### config.mk
export PLATFORM = sky130hd
export DESIGN_NAME = buddy_alloc
export DESIGN_NICKNAME = d
export VERILOG_FILES = /design/src/rtl/buddy_pkg.sv /design/src/rtl/buddy_node_store.sv /design/src/rtl/buddy_merge.sv /design/src/rtl/buddy_locate.sv /design/src/rtl/buddy_alloc.sv
export SDC_FILE = /design/constraint.sdc
export NUM_CORES = 1
export LEC_CHECK = 0
export BUFFER_PORTS_ARGS = -buffer_cell sky130_fd_sc_hd__buf_4
export CAP_MARGIN = 5
export CORE_MARGIN = 2
export CORE_UTILIZATION = 45
export DETAILED_ROUTE_END_ITERATION = 10
export GPL_TIMING_DRIVEN = 0
export PLACE_DENSITY_LB_ADDON = 0.05
export SLEW_MARGIN = 10
export SYNTH_ARGS = -nofsm -noshare
export SYNTH_HDL_FRONTEND = slang
export SYNTH_HIERARCHICAL = 1
export SYNTH_SLANG_ARGS = --single-unit
### constraint.sdc
create_clock -name clk -period 6.8 [get_ports clk]
set_clock_uncertainty 0.2 [all_clocks]
set_input_delay 1.7 -clock clk [delete_from_list [all_inputs] [get_ports clk]]
set_output_delay 1.7 -clock clk [all_outputs]
set_load 0.01 [all_outputs]
### src/rtl/buddy_pkg.sv
package buddy_pkg;
  typedef enum logic [1:0] {
    ST_IDLE  = 2'd0,
    ST_DESC  = 2'd1,
    ST_CLIMB = 2'd2
  } bud_state_e;
endpackage

### src/rtl/buddy_node_store.sv
// Tree of per-node largest-free values and granted flags.
// Node n (heap order, root = 1) sits at depth clog2(n+1)-1 and covers order K-depth.
module buddy_node_store #(
  parameter int K  = 4,
  parameter int NW = K + 1,
  parameter int VW = $clog2(K + 2)
) (
  input  logic          clk,
  input  logic          rst,
  input  logic          we,
  input  logic [NW-1:0] waddr,
  input  logic [VW-1:0] wval,
  input  logic          walc,
  input  logic [NW-1:0] ra_addr,
  input  logic [NW-1:0] rb_addr,
  input  logic [NW-1:0] rc_addr,
  output logic [VW-1:0] ra_val,
  output logic [VW-1:0] rb_val,
  output logic          rc_alc,
  output logic [VW-1:0] root_val
);
  localparam int NODES = 2 ** (K + 1);

  logic [VW-1:0] val_q [NODES];
  logic          alc_q [NODES];

  for (genvar n = 0; n < NODES; n++) begin : g_node
    localparam int DEPTH = $clog2(n + 1) - 1;
    localparam logic [VW-1:0] INIT = (n == 0) ? '0 : VW'(K - DEPTH + 1);
    always_ff @(posedge clk) begin
      if (rst) begin
        val_q[n] <= INIT;
        alc_q[n] <= 1'b0;
      end else if (we && (waddr == NW'(n))) begin
        val_q[n] <= wval;
        alc_q[n] <= walc;
      end
    end
  end

  assign ra_val   = val_q[ra_addr];
  assign rb_val   = val_q[rb_addr];
  assign rc_alc   = alc_q[rc_addr];
  assign root_val = val_q[1];
endmodule

### src/rtl/buddy_merge.sv
// Parent value from its two children: fuse when both halves are wholly free.
module buddy_merge #(
  parameter int VW = 3
) (
  input  logic [VW-1:0] lval,
  input  logic [VW-1:0] rval,
  input  logic [VW-1:0] corder,
  output logic [VW-1:0] pval
);
  logic [VW-1:0] whole;
  assign whole = corder + VW'(1);
  always_comb begin
    if (lval == whole && rval == whole) pval = corder + VW'(2);
    else if (lval > rval)               pval = lval;
    else                                pval = rval;
  end
endmodule

### src/rtl/buddy_locate.sv
// Maps a base/order pair to its tree node and checks its legality.
module buddy_locate #(
  parameter int K  = 4,
  parameter int NW = K + 1,
  parameter int VW = $clog2(K + 2)
) (
  input  logic [VW-1:0] order,
  input  logic [K-1:0]  base,
  output logic [NW-1:0] node,
  output logic          legal
);
  int sh;
  int ord_i;
  int base_i;
  always_comb begin
    node   = NW'(1);
    legal  = 1'b0;
    sh     = 0;
    ord_i  = int'(order);
    base_i = int'(base);
    if (ord_i <= K) begin
      sh    = K - ord_i;
      node  = NW'((1 << sh) | (base_i >> ord_i));
      legal = ((base_i & ((1 << ord_i) - 1)) == 0);
    end
  end
endmodule

### src/rtl/buddy_alloc.sv
module buddy_alloc #(
  parameter  int K  = 4,
  localparam int OW = $clog2(K + 2)
) (
  input  logic          clk,
  input  logic          rst,
  input  logic          req_valid,
  output logic          req_ready,
  input  logic          req_free,
  input  logic [OW-1:0] req_order,
  input  logic [K-1:0]  req_base,
  output logic          rsp_valid,
  output logic          rsp_fail,
  output logic          rsp_err,
  output logic [K-1:0]  rsp_base
);
  import buddy_pkg::*;
  localparam int NW = K + 1;
  localparam logic [OW-1:0] KTOP = OW'(K);

  bud_state_e    state;
  logic [NW-1:0] cur;
  logic [OW-1:0] lvl, tgt;
  logic [K-1:0]  base_acc;

  logic          we, walc, rc_alc, loc_ok, accept;
  logic [NW-1:0] waddr, ra_addr, rb_addr, loc_node;
  logic [OW-1:0] wval, ra_val, rb_val, root_val, merged;

  buddy_node_store #(.K(K), .NW(NW), .VW(OW)) u_store (
    .clk(clk), .rst(rst), .we(we), .waddr(waddr), .wval(wval), .walc(walc),
    .ra_addr(ra_addr), .rb_addr(rb_addr), .rc_addr(loc_node),
    .ra_val(ra_val), .rb_val(rb_val), .rc_alc(rc_alc), .root_val(root_val)
  );

  buddy_merge #(.VW(OW)) u_merge (
    .lval(ra_val), .rval(rb_val), .corder(lvl), .pval(merged)
  );

  buddy_locate #(.K(K), .NW(NW), .VW(OW)) u_locate (
    .order(req_order), .base(req_base), .node(loc_node), .legal(loc_ok)
  );

  assign req_ready = (state == ST_IDLE);
  assign accept    = req_valid && req_ready;
  assign ra_addr   = (state == ST_DESC) ? (cur << 1) : {cur[NW-1:1], 1'b0};
  assign rb_addr   = {cur[NW-1:1], 1'b1};

  always_comb begin
    we    = 1'b0;
    waddr = cur;
    wval  = '0;
    walc  = 1'b0;
    case (state)
      ST_IDLE: if (accept && req_free && loc_ok && rc_alc) begin
        we    = 1'b1;
        waddr = loc_node;
        wval  = req_order + OW'(1);
      end
      ST_DESC: if (lvl == tgt) begin
        we   = 1'b1;
        walc = 1'b1;
      end
      ST_CLIMB: if (cur != NW'(1)) begin
        we    = 1'b1;
        waddr = cur >> 1;
        wval  = merged;
      end
      default: ;
    endcase
  end

  always_ff @(posedge clk) begin
    if (rst) begin
      state     <= ST_IDLE;
      cur       <= NW'(1);
      lvl       <= '0;
      tgt       <= '0;
      base_acc  <= '0;
      rsp_valid <= 1'b0;
      rsp_fail  <= 1'b0;
      rsp_err   <= 1'b0;
      rsp_base  <= '0;
    end else begin
      rsp_valid <= 1'b0;
      rsp_fail  <= 1'b0;
      rsp_err   <= 1'b0;
      case (state)
        ST_IDLE: if (accept) begin
          if (!req_free) begin
            if (req_order > KTOP || root_val < req_order + OW'(1)) begin
              rsp_valid <= 1'b1;
              rsp_fail  <= 1'b1;
              rsp_base  <= '0;
            end else begin
              state    <= ST_DESC;
              cur      <= NW'(1);
              lvl      <= KTOP;
              tgt      <= req_order;
              base_acc <= '0;
            end
          end else if (!loc_ok || !rc_alc) begin
            rsp_valid <= 1'b1;
            rsp_err   <= 1'b1;
            rsp_base  <= req_base;
          end else begin
            state    <= ST_CLIMB;
            cur      <= loc_node;
            lvl      <= req_order;
            base_acc <= req_base;
          end
        end
        ST_DESC: begin
          if (lvl == tgt) begin
            state <= ST_CLIMB;
          end else begin
            if (ra_val >= tgt + OW'(1)) begin
              cur <= cur << 1;
            end else begin
              cur      <= (cur << 1) | NW'(1);
              base_acc <= base_acc | (K'(1) << (lvl - OW'(1)));
            end
            lvl <= lvl - OW'(1);
          end
        end
        ST_CLIMB: begin
          if (cur == NW'(1)) begin
            state     <= ST_IDLE;
            rsp_valid <= 1'b1;
            rsp_base  <= base_acc;
          end else begin
            cur <= cur >> 1;
            lvl <= lvl + OW'(1);
          end
        end
        default: state <= ST_IDLE;
      endcase
    end
  end
endmodule

; ---- After elaboration in Yosys (flattened, before gate mapping)
; Memories as Yosys holds them, arrays and structs flattened. A register that Yosys moved wholly into a read port is not among the register bits.
; Cells that the tools add are included.
; Widths: inputs -> output; s select.
[classes]
n_eq_ne = 48
n_mux = 221
magnitude_cmp = 5
n_shift = 4
addsub = 7
n_bitwise = 71
reduce_logical = 54
[ops]
columns = operator, n
row1 = $mux 1, 141
row2 = $mux 3, 42
row3 = $eq 5x5->1 const B, 16
row4 = $or 1x1->1, 64
row5 = $mux 5, 12
row6 = $mux 4, 11
row7 = $eq 5x4->1 const B, 8
row8 = $logic_and 1x1->1, 37
row9 = $and 5x32->32, 1
row10 = $logic_not 32->1, 1
row11 = $shl 1x3->32 const A, 1
row12 = $shl 1x32->5 const A, 1
row13 = $sub 32x2->32 const B, 1
row14 = $eq 5x3->1 const B, 4
row15 = $pmux 4 s2, 2
row16 = $pmux 5 s3, 1
row17 = $mux 2, 6
row18 = $reduce_and 6->1, 2
row19 = $eq 5x1->1 const B, 2
row20 = $eq 5x2->1 const B, 2
row21 = $pmux 5 s2, 1
row22 = $reduce_and 5->1, 2
row23 = $add 3x1->3 const B, 3
row24 = $eq 3x3->1, 3
row25 = 34 further kinds, 46
[word_totals]
word_cells = 421
input_bits = 11
mem_bits_rw = 128
regBits = 24
output_inout_bits = 8
memories = 2
[mem_list]
columns = name, words, width, read_ports, rd_clocked_by_memory_dff, write_ports, line
row1 = u_store.val_q, 32, 3, 3, 1, 32, buddy_node_store.sv:24  ; logic [VW-1:0] val_q [NODES];
row2 = u_store.alc_q, 32, 1, 1, 0, 32, buddy_node_store.sv:25  ; logic alc_q [NODES];

; ---- Depth between registers and ports, before layout
; Gate-level depths: netlist (run 1).
[logic_depth]
word_depth = 15
ltp_mapped = 25
ltp_nobuf = 20

; ---- By module
; Netlist (run 1), hierarchy kept.
[by_module_without_submodules]
columns = mod, area_per_inst_um2, seq_area_each_um2, n_inst, cells_per_inst
row1 = buddy_node_store, 7080.5, 3843.7, 1, 499
row2 = buddy_alloc, 1908.1, 480.5, 1, 241
row3 = buddy_locate, 342.8, 0.0, 1, 47
row4 = buddy_merge, 309.0, 0.0, 1, 44

; ---- Least setup slack after synthesis (run 1)
; OpenSTA, ideal clock, no wires.
[synth_timing]
kind = input-to-reg
start = input port req_order[0]
end = memory u_store.val_q[4][0], data pin
arrival_ps = 5874
path_stages = 22
t_required_ps = 6338
setup_slack_ps = 464
path_buffers = 4
setup_ps = 262
path_cell_list = buf_6 inv_1 ha_1 inv_1 ha_1 nor3b_1 a311oi_1 nor3_1 clkbuf_1 buf_2 mux2i_1 a211oi_1 a311o_1 nand3_1 a21o_1 a222oi_1 inv_1 clkbuf_1 nand2b_1 nor3_1 nand2_1 or2_2
[synth_rtl]
columns = item, line
row1 = from (decl), buddy_alloc.sv:10  ; input logic [OW-1:0] req_order,
row2 = to (decl), buddy_node_store.sv:24

==> impl_metrics.ini, run 1 <==
[logic_synthesis]
avgSynthCellArea_um2 = 11.6
synthDistinctLibCells = 66
synth-seq-cells = 152
synth.largest_area_cell = edfxtp_1
synth_top_area_share = 0.399
ys_seq_area_frac = 0.449
synth_edf_count = 128
synthMostInstantiatedCell = edfxtp_1
ys_top_cells_by_count = edfxtp_1 (128), and2_1 (85), mux4_2 (61), nand2_1 (51), nor2_1 (50)
yosys_most_used_dff = edfxtp_1
syn_nets = 872
synth_area_leaders = edfxtp_1 (40%), mux4_2 (14%), and2_1 (5.5%), dfxtp_1 (5.0%), ha_1 (3.9%)
synth_area_mm2 = 0.00964
synth_cells = 831
ys_warn_count = 6
async_flop_share = 0

[clock_tree]
htreeDepth = 4
cts_tree = done
clk-insertion-delay-late_ns = 0.43
path_clk_slew_ns = 0.07
cts.path.max_buffers = 2
clockRootBuffer = clkbuf_16
cts_buffers = 17
cts_num_sinks = 152

[pwr]
combPwrFrac = 0.466
p_clk_frac = 0.240
seq_power_share = 0.294
p_per_area_mw_per_mm2 = 354
p_leak_nw = 3.69
ir_drop_mv = 0.176
power.switching_mw = 1.60
swShare = 0.410
totalPowerFinal_mw = 3.89
intPower_mw = 2.30

[critical_path]
cp-start-kind = primary input
crit-reg2reg-launch = state[1]
cp_max_fo = 10
cp_num_buf_inv = 7
required_ns = 6.78
reg2reg_depth = 19
worstPathArrival_ns = 6.69
slowest_delay_ns = 0.45
path_cells = buf_4, buf_6, inv_1, ha_1, inv_1, ha_1, nor3b_1, a311oi_1, nor3_2, clkbuf_8, buf_6, mux2i_1, a22oi_1, nand3_1, nand2_1, a311o_2, nand2_1, nor2b_2, nor3_1, nor2_2, nand2_1, or2_2, clkbuf_2, or3_1
cpMostUsedCell = nand2_1
end_kind = flip-flop
r2r_setup_slack_ns = 0.40
rr_endpoint = u_store/val_q[1][2]
critPathTopFamily = simple AND/OR/NAND/NOR gates
worstSetupPathType = in2reg
cpMaxStageDelayCell = or2_2

[final_layout]
final_core_util = 0.524
fin_nets = 912
fillers = 1825
area_growth_pct = 14.2
diodes = 0
drive_gt1_frac = 0.266

[floorplanning]
io_pins = 19
die_area_mm2 = 0.0226
start_util = 0.459
fp-row-count = 53
core-area_mm2 = 0.0210
die_w_um = 150
die_y_um = 150

[timing]
slew_violations = 0
fin_crit_sh = 0.987
fin_crit_ns = 6.71
hold_viol_final = 0
max_slew_margin = 0.117
setup_tns_ns = 0
holdWs_ns = 0.320
fmax_mhz = 149
rsz0062_at_grt = yes
worst-slew-pin-transition_ns = 1.31
finalSetupViolations = 0

[detailed_routing]
dr.pass1.iters = 5
drc_errors = 0
drt_iter0_drc = 630
totalWireLength_um = 30000
vias = 7270
via_per_inst = 6.27
drtAntennaViolNets = 0
wl_per_cell_um = 25.9

[global_route]
grt_max_degree = 17
grt_pass1_vias = 7398
grt.total_usage = 0.274
antenna_found_initial = 0
grt_first_pass_wirelength_um = 44400
overflow = 0

[min_path]
min_from = rsp_base[2]
min_to = rsp_base[2]
holdCritPathClass = reg2reg
holdPathStages = 2

[job]
cap_violations = 0

[placed_design]
gp_congestion = 0.932
port_buffers = 18
hpwl_um = 22500

[run_status]
outcome = complete, no violations
==> per-stage QoR <==
stage               cell area [µm²]  worst slack, ns  cells
finish                        11000           0.0918   1159
global route                  11000          -0.0505   1159
global placement              10100            -1.66   1124
floorplan                      9640            0.464    831
detailed placement            10100            -1.75   1124
CTS                           10800           0.0111   1155
==> power groups by stage <==
stage / registers [mW] / logic, mW / clock network (mW)
2_1_floorplan: 1.14 / 1.20 / 0
3_3_place_gp: 1.16 / 1.64 / 0
3_5_place_dp: 1.16 / 1.68 / 0
4_1_cts: 1.14 / 1.72 / 0.948
5_1_grt: 1.15 / 1.94 / 0.987
6_report: 1.14 / 1.81 / 0.935
==> how the worst max path moves through the flow <==
stage | start | end | slack [ns] | cells past startpoint
floorplan | req_order[0] | u_store/val_q[4][0] | 0.46 | 22
global placement | req_order[0] | u_store/val_q[17][0] | -1.66 | 25
detailed placement | req_order[0] | u_store/val_q[17][0] | -1.75 | 25
CTS | req_order[0] | u_store/val_q[8][1] | 0.01 | 24
global route | req_order[0] | u_store/val_q[19][0] | -0.05 | 24
finish | req_order[0] | u_store/val_q[24][0] | 0.09 | 24
==> worst reg2reg max path: stages (launching register included) <==
cell      delay [ns]
dfxtp_1         0.36
inv_1           0.09
ha_1            0.18
buf_4           0.20
mux2_2          0.24
clkbuf_1        0.38
clkbuf_2        0.43
mux4_2          0.42
mux4_2          0.50
mux2_2          0.37
ha_1            0.31
clkbuf_1        0.31
nand3_1         0.21
nand3_1         0.12
nor4bb_1        0.45
mux2i_1         0.13
nand2_1         0.13
o21ai_0         0.31
clkbuf_1        0.42
or2_2           0.40
==> flip-flops by register name, indices dropped and copies added (netlist names) <==
signal and cells:
cur 5, u_store/alc_q 32, rsp_base 4, rsp_fail 1, u_store/val_q 96, rsp_err 1, base_acc 4, rsp_valid 1
state 2, lvl 3, tgt 3
==> placed cells by master, fill, tap and decap left out, types with 8 or more instances in the layout <==
cell / synthesis / layout
nand3_1: 22 / 16
nor2_1: 50 / 43
nand2_1: 51 / 47
mux4_2: 61 / 61
clkbuf_2: 1 / 10
buf_4: 4 / 29
a22oi_1: 8 / 8
and2_1: 85 / 85
o21bai_2: 0 / 20
clkbuf_1: 43 / 30
mux2i_1: 24 / 23
o21ai_0: 11 / 11
or2_2: 9 / 9
a211oi_1: 11 / 11
nand2b_1: 16 / 15
and3_1: 13 / 13
edfxtp_1: 128 / 128
a31oi_1: 11 / 11
inv_1: 26 / 24
mux2_2: 11 / 11
or3_1: 28 / 28
ha_1: 30 / 30
dfxtp_1: 24 / 24
nor3_1: 13 / 8
a21oi_1: 21 / 21
clkbuf_16: 0 / 17
==> what timing repair did <==
action	in CTS	in global routing
buffers inserted	2	5
resized for setup	42	44
gates cloned	0	0
endpoints found under the hold margin	0	0
setup endpoints to repair	261	256
hold buffers	0	0
pin swaps	3	1
==> layer usage <==
metal	GRT usage	up-vias	share of wire
met2	0.477	306	0.51
met3	0.0758	79	0.073
li1	-	3230	-
met1	0.316	3655	0.38
met5	0	-	0
met4	0.123	0	0.043
==> cell families (layout without fill, tap and decap cells) <==
group	count (synthesis)	in the layout	share of synthesized area
xor gates and xnor gates	9	9	0.00896
AOI/OAI and AO/OA	134	134	0.100
buffers and inverters	88	141	0.0397
other	2	2	0.000779
and+or+nand+nor	320	320	0.183
DFF	152	152	0.449
muxes	96	96	0.180
adders and majority gates	30	30	0.0389
==> layout make-up <==
cell class / count / area (µm²) / share of cell area
inverters: 28 / 105 / 0.00955
flip-flops and latches: 152 / 4320 / 0.393
well taps: 275 / 344 / 0.0313
plain buffers: 56 / 298 / 0.0271
clock buffers: 18 / 429 / 0.0390
repair buffers: 25 / 188 / 0.0170
clock inverters: 14 / 140 / 0.0127
multi-input cells: 591 / 5180 / 0.471
Note: power is estimated with default switching activity, not from simulation.
==> run 2, diff against run 1 <==
--- a/config.mk
+++ b/config.mk
@@ -12,7 +12,7 @@
 export DETAILED_ROUTE_END_ITERATION = 10
 export GPL_TIMING_DRIVEN = 0
 export PLACE_DENSITY_LB_ADDON = 0.05
-export SLEW_MARGIN = 10
+export SLEW_MARGIN = 20
 export SYNTH_ARGS = -nofsm -noshare
 export SYNTH_HDL_FRONTEND = slang
 export SYNTH_HIERARCHICAL = 1
==> constraint.sdc (replaced) <==
create_clock -name clk -period 6.8 [get_ports clk]
set_clock_uncertainty 0.2 [all_clocks]
set_input_delay 0.68 -clock clk [delete_from_list [all_inputs] [get_ports clk]]
set_output_delay 0.68 -clock clk [all_outputs]
set_load 0.01 [all_outputs]
==> run 2 against run 1 <==
Worst setup slack better by 0.21 ns. Sequential share of layout area increased by 0.99 points. Design area is 2.5% lower. Cell count shrank 0.35%. Global-route usage is 0.12 points lower. Critical path depth stayed put. Fmax rose by 3.3%. Non-clock buffer count fell by 4. Combinational power down 4%. Power decreased by 2.2%. Sequential power about the same. Highest routed layer unchanged.
==> impl_metrics.ini, run 2 (synthesis gave the netlist of run 1 again) <==
[floorplanning]
io_pins = 19
start_util = 0.459
core-area_mm2 = 0.0210
die_area_mm2 = 0.0226
die_w_um = 150
fp-row-count = 53
die_y_um = 150

[clock_tree]
htreeDepth = 4
cts_tree = done
cts.path.max_buffers = 2
cts_hold_buf = 0
clk-insertion-delay-late_ns = 0.43
cts_buffers = 17
cts_num_sinks = 152
path_clk_slew_ns = 0.07
clockRootBuffer = clkbuf_16

[pwr]
swShare = 0.407
p_per_area_mw_per_mm2 = 355
ir_drop_mv = 0.175
combPwrFrac = 0.453
power.switching_mw = 1.55
totalPowerFinal_mw = 3.81
intPower_mw = 2.26
seq_power_share = 0.300
p_clk_frac = 0.246
p_leak_nw = 3.58

[placed_design]
hpwl_um = 22500
gp_congestion = 0.932
place_area_mm2 = 0.0101
port_buffers = 18

[timing]
holdWs_ns = 0.320
max_slew_margin = 0.210
hold_viol_final = 0
slew_violations = 0
rsz0062_at_grt = no
fin_crit_sh = 0.955
finalSetupViolations = 0
fin_crit_ns = 6.49
worst-slew-pin-transition_ns = 1.18
fmax_mhz = 154

[critical_path]
end_kind = flip-flop
cp_num_buf_inv = 7
cp_max_fo = 10
path_cells = buf_4, buf_6, inv_1, ha_1, inv_1, ha_1, nor3b_1, a311oi_1, nor3_1, clkbuf_4, clkbuf_4, mux2i_1, a22oi_1, nand3_1, nand2_1, a311o_1, nand2_1, nor2b_1, a22oi_1, nand2_1, clkbuf_1, nor2b_1, nand3_1, o21bai_1
cpMaxStageDelayCell = o21bai_1
worstPathArrival_ns = 6.37
cp-start-kind = primary input
required_ns = 6.67
r2r_setup_slack_ns = 0.41
critPathTopFamily = simple AND/OR/NAND/NOR gates
crit-reg2reg-launch = state[1]
worstSetupPathType = in2reg
cpMostUsedCell = nand2_1
reg2reg_depth = 19
slowest_delay_ns = 0.56
rr_endpoint = u_store/val_q[1][2]

[final_layout]
diodes = 0
drive_gt1_frac = 0.197
largest_reg_flops = 96
final_core_util = 0.511
area_growth_pct = 11.4
design_area_mm2 = 0.0107
final_cell_mix = edfxtp_1 (128), and2_1 (85), mux4_2 (61)
fin_nets = 908
final_common_cell = edfxtp_1
top_regs = u_store/val_q: 96 flops, u_store/alc_q: 32 flops, cur: 5 flops
largest-register = u_store/val_q

[detailed_routing]
drc_errors = 0
wl_per_cell_um = 25.8
dr.pass1.iters = 5
via_per_inst = 6.32
drtAntennaViolNets = 0
vias = 7297
totalWireLength_um = 29800
drt_iter0_drc = 679

[min_path]
holdCritPathClass = reg2reg
holdPathStages = 2
min_to = rsp_base[2]
min_from = rsp_base[2]

[job]
cap_violations = 0

[global_route]
grt_max_degree = 17
overflow = 0
grt_pass1_vias = 7336
grt_first_pass_wirelength_um = 44200
grt.total_usage = 0.273
antenna_found_initial = 0

[run_status]
outcome = complete, no violations
==> run 2: worst max path at each step <==
| stage | startpoint | end | slack [ns] | cells past startpoint |
|---|---|---|---|---|
| global route | req_order[0] | u_store/val_q[11][2] | 0.008 | 24 |
| CTS | req_order[0] | u_store/val_q[17][0] | 0.05 | 25 |
| finish | req_order[0] | u_store/alc_q[30] | 0.31 | 24 |
| global placement | req_order[0] | u_store/val_q[17][0] | -0.64 | 25 |
| floorplan | req_order[0] | u_store/val_q[4][0] | 1.48 | 22 |
| detailed placement | req_order[0] | u_store/val_q[17][0] | -0.73 | 25 |
==> run 2: stage by stage <==
step | setup TNS [ns] | worst slack, ns | std cells
6_report | 0 | 0.306 | 1155
5_1_grt | 0 | 0.00764 | 1155
4_1_cts | 0 | 0.0473 | 1156
3_5_place_dp | -124.20 | -0.727 | 1124
3_3_place_gp | -102.08 | -0.642 | 1124
2_1_floorplan | 0 | 1.48 | 831
==> run 2: power by group through the flow <==
| stage | Clock (mW) | Sequential, mW | Combinational (mW) |
|---|---|---|---|
| after floorplan | 0 | 1.14 | 1.20 |
| after global routing | 0.987 | 1.15 | 1.85 |
| final | 0.937 | 1.14 | 1.73 |
| after detailed placement | 0 | 1.16 | 1.68 |
| after CTS | 0.948 | 1.14 | 1.69 |
| after global placement | 0 | 1.16 | 1.64 |
==> run 2: timing repair <==
item	4_1_cts	5_1_grt
buffers inserted	0	0
gates resized for setup	3	13
endpoints found under the setup margin	169	218
==> run 2: cell type report <==
type | instances | area, µm²
Tap cell | 275 | 344
Clock inverter | 14 | 140
Timing Repair Buffer | 18 | 135
Buffer | 59 | 283
Clock buffer | 18 | 429
Multi-Input combinational cell | 591 | 4980
Fill cell | 1857 | 10300
Inverter | 28 | 105
Sequential cell | 152 | 4320
==> run 2: worst register-to-register path, cell delays in order (launching register included) <==
cell	delay, ns
dfxtp_1	0.36
inv_1	0.09
ha_1	0.18
buf_4	0.20
mux2_2	0.24
clkbuf_1	0.39
clkbuf_2	0.46
mux4_2	0.39
mux4_2	0.48
mux2_2	0.36
ha_1	0.30
clkbuf_1	0.31
nand3_1	0.23
nand3_1	0.13
nor4bb_1	0.46
mux2i_1	0.13
nand2_1	0.14
o21ai_0	0.29
clkbuf_1	0.41
or2_2	0.39
==> run 2: metal layers <==
layer	vias up	GRT usage	wire, µm
li1	3230	-	-
met3	76	0.0730	2490
met2	337	0.473	15200
met4	0	0.120	1120
met5	-	0	0
met1	3654	0.318	11100
==> run 3, diff against run 2 <==
--- a/config.mk
+++ b/config.mk
@@ -7,7 +7,6 @@
 export LEC_CHECK = 0
 export BUFFER_PORTS_ARGS = -buffer_cell sky130_fd_sc_hd__buf_4
 export CAP_MARGIN = 5
-export CORE_MARGIN = 2
 export CORE_UTILIZATION = 45
 export DETAILED_ROUTE_END_ITERATION = 10
 export GPL_TIMING_DRIVEN = 0
==> constraint.sdc (replaced) <==
create_clock -name clk -period 5.4 [get_ports clk]
set_clock_uncertainty 0.2 [all_clocks]
set_input_delay 0.54 -clock clk [delete_from_list [all_inputs] [get_ports clk]]
set_output_delay 0.54 -clock clk [all_outputs]
set_load 0.01 [all_outputs]
==> run 3 against run 2 <==
Register-to-register slack lost 0.29 ns. Core utilization is 2.6 points higher. Combinational power up 41%. Worst setup slack worse by 0.18 ns. Cell count increased by 0.87%. Flip-flop and latch count unchanged. Largest power group unchanged.
==> impl_metrics.ini, run 3 (synthesis gave the netlist of run 1 again) <==
[global_route]
grt_pass1_vias = 7436
grt_first_pass_wirelength_um = 45100
grt_max_degree = 19
antenna_found_initial = 0
grt.total_usage = 0.287
overflow = 0

[critical_path]
worstSetupPathType = reg2reg
crit_start = state[1]
cp_max_fo = 18
end_kind = flip-flop
crit-reg2reg-launch = state[1]
cp-start-kind = flip-flop
worstPathArrival_ns = 5.38
required_ns = 5.50

[pwr]
p_leak_nw = 3.79
totalPowerFinal_mw = 5.05
ir_drop_mv = 0.254
p_per_area_mw_per_mm2 = 447

[final_layout]
final_common_cell = edfxtp_1
fin_nets = 918
drive_gt1_frac = 0.306
area_growth_pct = 17.1
final_cell_mix = edfxtp_1 (128), and2_1 (85), mux4_2 (61)
largest-register = u_store/val_q
fillers = 1804
diodes = 0
largest_reg_flops = 96
top_regs = u_store/val_q: 96 flops, u_store/alc_q: 32 flops, cur: 5 flops

[placed_design]
hpwl_um = 22400
gp_congestion = 0.960
port_buffers = 18

[timing]
worst-slew-pin-transition_ns = 0.907
fin_crit_sh = 0.978
hold_viol_final = 0
finalSetupViolations = 0
fmax_mhz = 189
slew_violations = 0
fin_crit_ns = 5.28
rsz0062_at_grt = yes
holdWs_ns = 0.228
max_slew_margin = 0.395
setup_tns_ns = 0

[clock_tree]
clk-insertion-delay-late_ns = 0.43
cts_hold_buf = 0
cts_buffers = 17
cts_num_sinks = 152
cts.path.max_buffers = 2
clockRootBuffer = clkbuf_16
path_clk_slew_ns = 0.07
cts_tree = done
htreeDepth = 4

[min_path]
min_from = req_base[0]
holdCritPathClass = in2reg

[detailed_routing]
dr.pass1.iters = 5
drt_iter0_drc = 546
via_per_inst = 6.28
vias = 7314
drtAntennaViolNets = 0
drc_errors = 0
wl_per_cell_um = 26.0
totalWireLength_um = 30300

[floorplanning]
io_pins = 19
fp-row-count = 53
die_y_um = 148
die_w_um = 148
core-area_mm2 = 0.0210
start_util = 0.459
die_area_mm2 = 0.0220

[job]
cap_violations = 0

[run_status]
outcome = complete, no violations
## run 3: what timing repair did
action                                  4_1_cts  5_1_grt
endpoints found under the hold margin         0        0
setup buffers                                 7        9
endpoints found under the setup margin      273      256
resized for setup                            95       51
pin swaps                                     3        7
## run 3: routing by layer
metal / share of wire / vias to the layer above / GRT usage
met5: 0 / - / 0
met4: 0.042 / 0 / 0.140
met3: 0.067 / 73 / 0.0561
met2: 0.51 / 318 / 0.499
met1: 0.38 / 3676 / 0.341
li1: - / 3247 / -
## run 3: critical path: stages (launching register included)
cell and delay [ns]:
dfxtp_1 0.37, inv_1 0.09, ha_1 0.19, buf_4 0.20
mux2_4 0.31, buf_8 0.20, mux4_2 0.53, mux4_2 0.54
mux2_2 0.37, or3_1 0.32, a222oi_1 0.45, buf_4 0.20
mux2i_1 0.19, nand2_1 0.11, o21ai_1 0.29, clkbuf_2 0.38
and2_1 0.19
## run 3: worst paths after layout
| kind | to | slack, ns | cells after the start |
|---|---|---|---|
| setup / recovery | u_store/val_q[0][2] | 0.12 | 16 |
| hold / removal | base_acc[0] | 0.23 | 3 |
| setup reg to reg | u_store/val_q[0][2] | 0.12 | 16 |
| hold reg to reg | rsp_base[3] | 0.32 | 2 |
## run 3: layout make-up
| type | instances | area [µm²] | share of cell area |
|---|---|---|---|
| sequential | 152 | 4320 | 0.383 |
| clock inverter | 14 | 138 | 0.0122 |
| tap | 275 | 344 | 0.0305 |
| timing repair buffer | 34 | 268 | 0.0237 |
| buffer | 53 | 332 | 0.0294 |
| clock buffer | 18 | 429 | 0.0380 |
| multi-input combinational | 591 | 5340 | 0.473 |
| inverter | 28 | 109 | 0.00964 |
## run 3: per-stage QoR
stage | utilization | setup slack (ns) | instance area (µm²) | instances
floorplan | - | 0.116 | 9640 | 831
global route | 0.537 | -0.0318 | 11300 | 1165
CTS | 0.525 | -0.0153 | 11000 | 1156
finish | 0.537 | 0.121 | 11300 | 1165
detailed placement | 0.482 | -2.07 | 10100 | 1124
global placement | 0.481 | -2.04 | 10100 | 1124
## run 3: report_power, final
part | total, mW | switching (mW) | internal [mW] | leakage, nW
sequential | 1.44 | 0.0918 | 1.35 | 1.39
clock | 1.16 | 0.520 | 0.644 | 0.261
combinational | 2.44 | 1.43 | 1.01 | 2.14
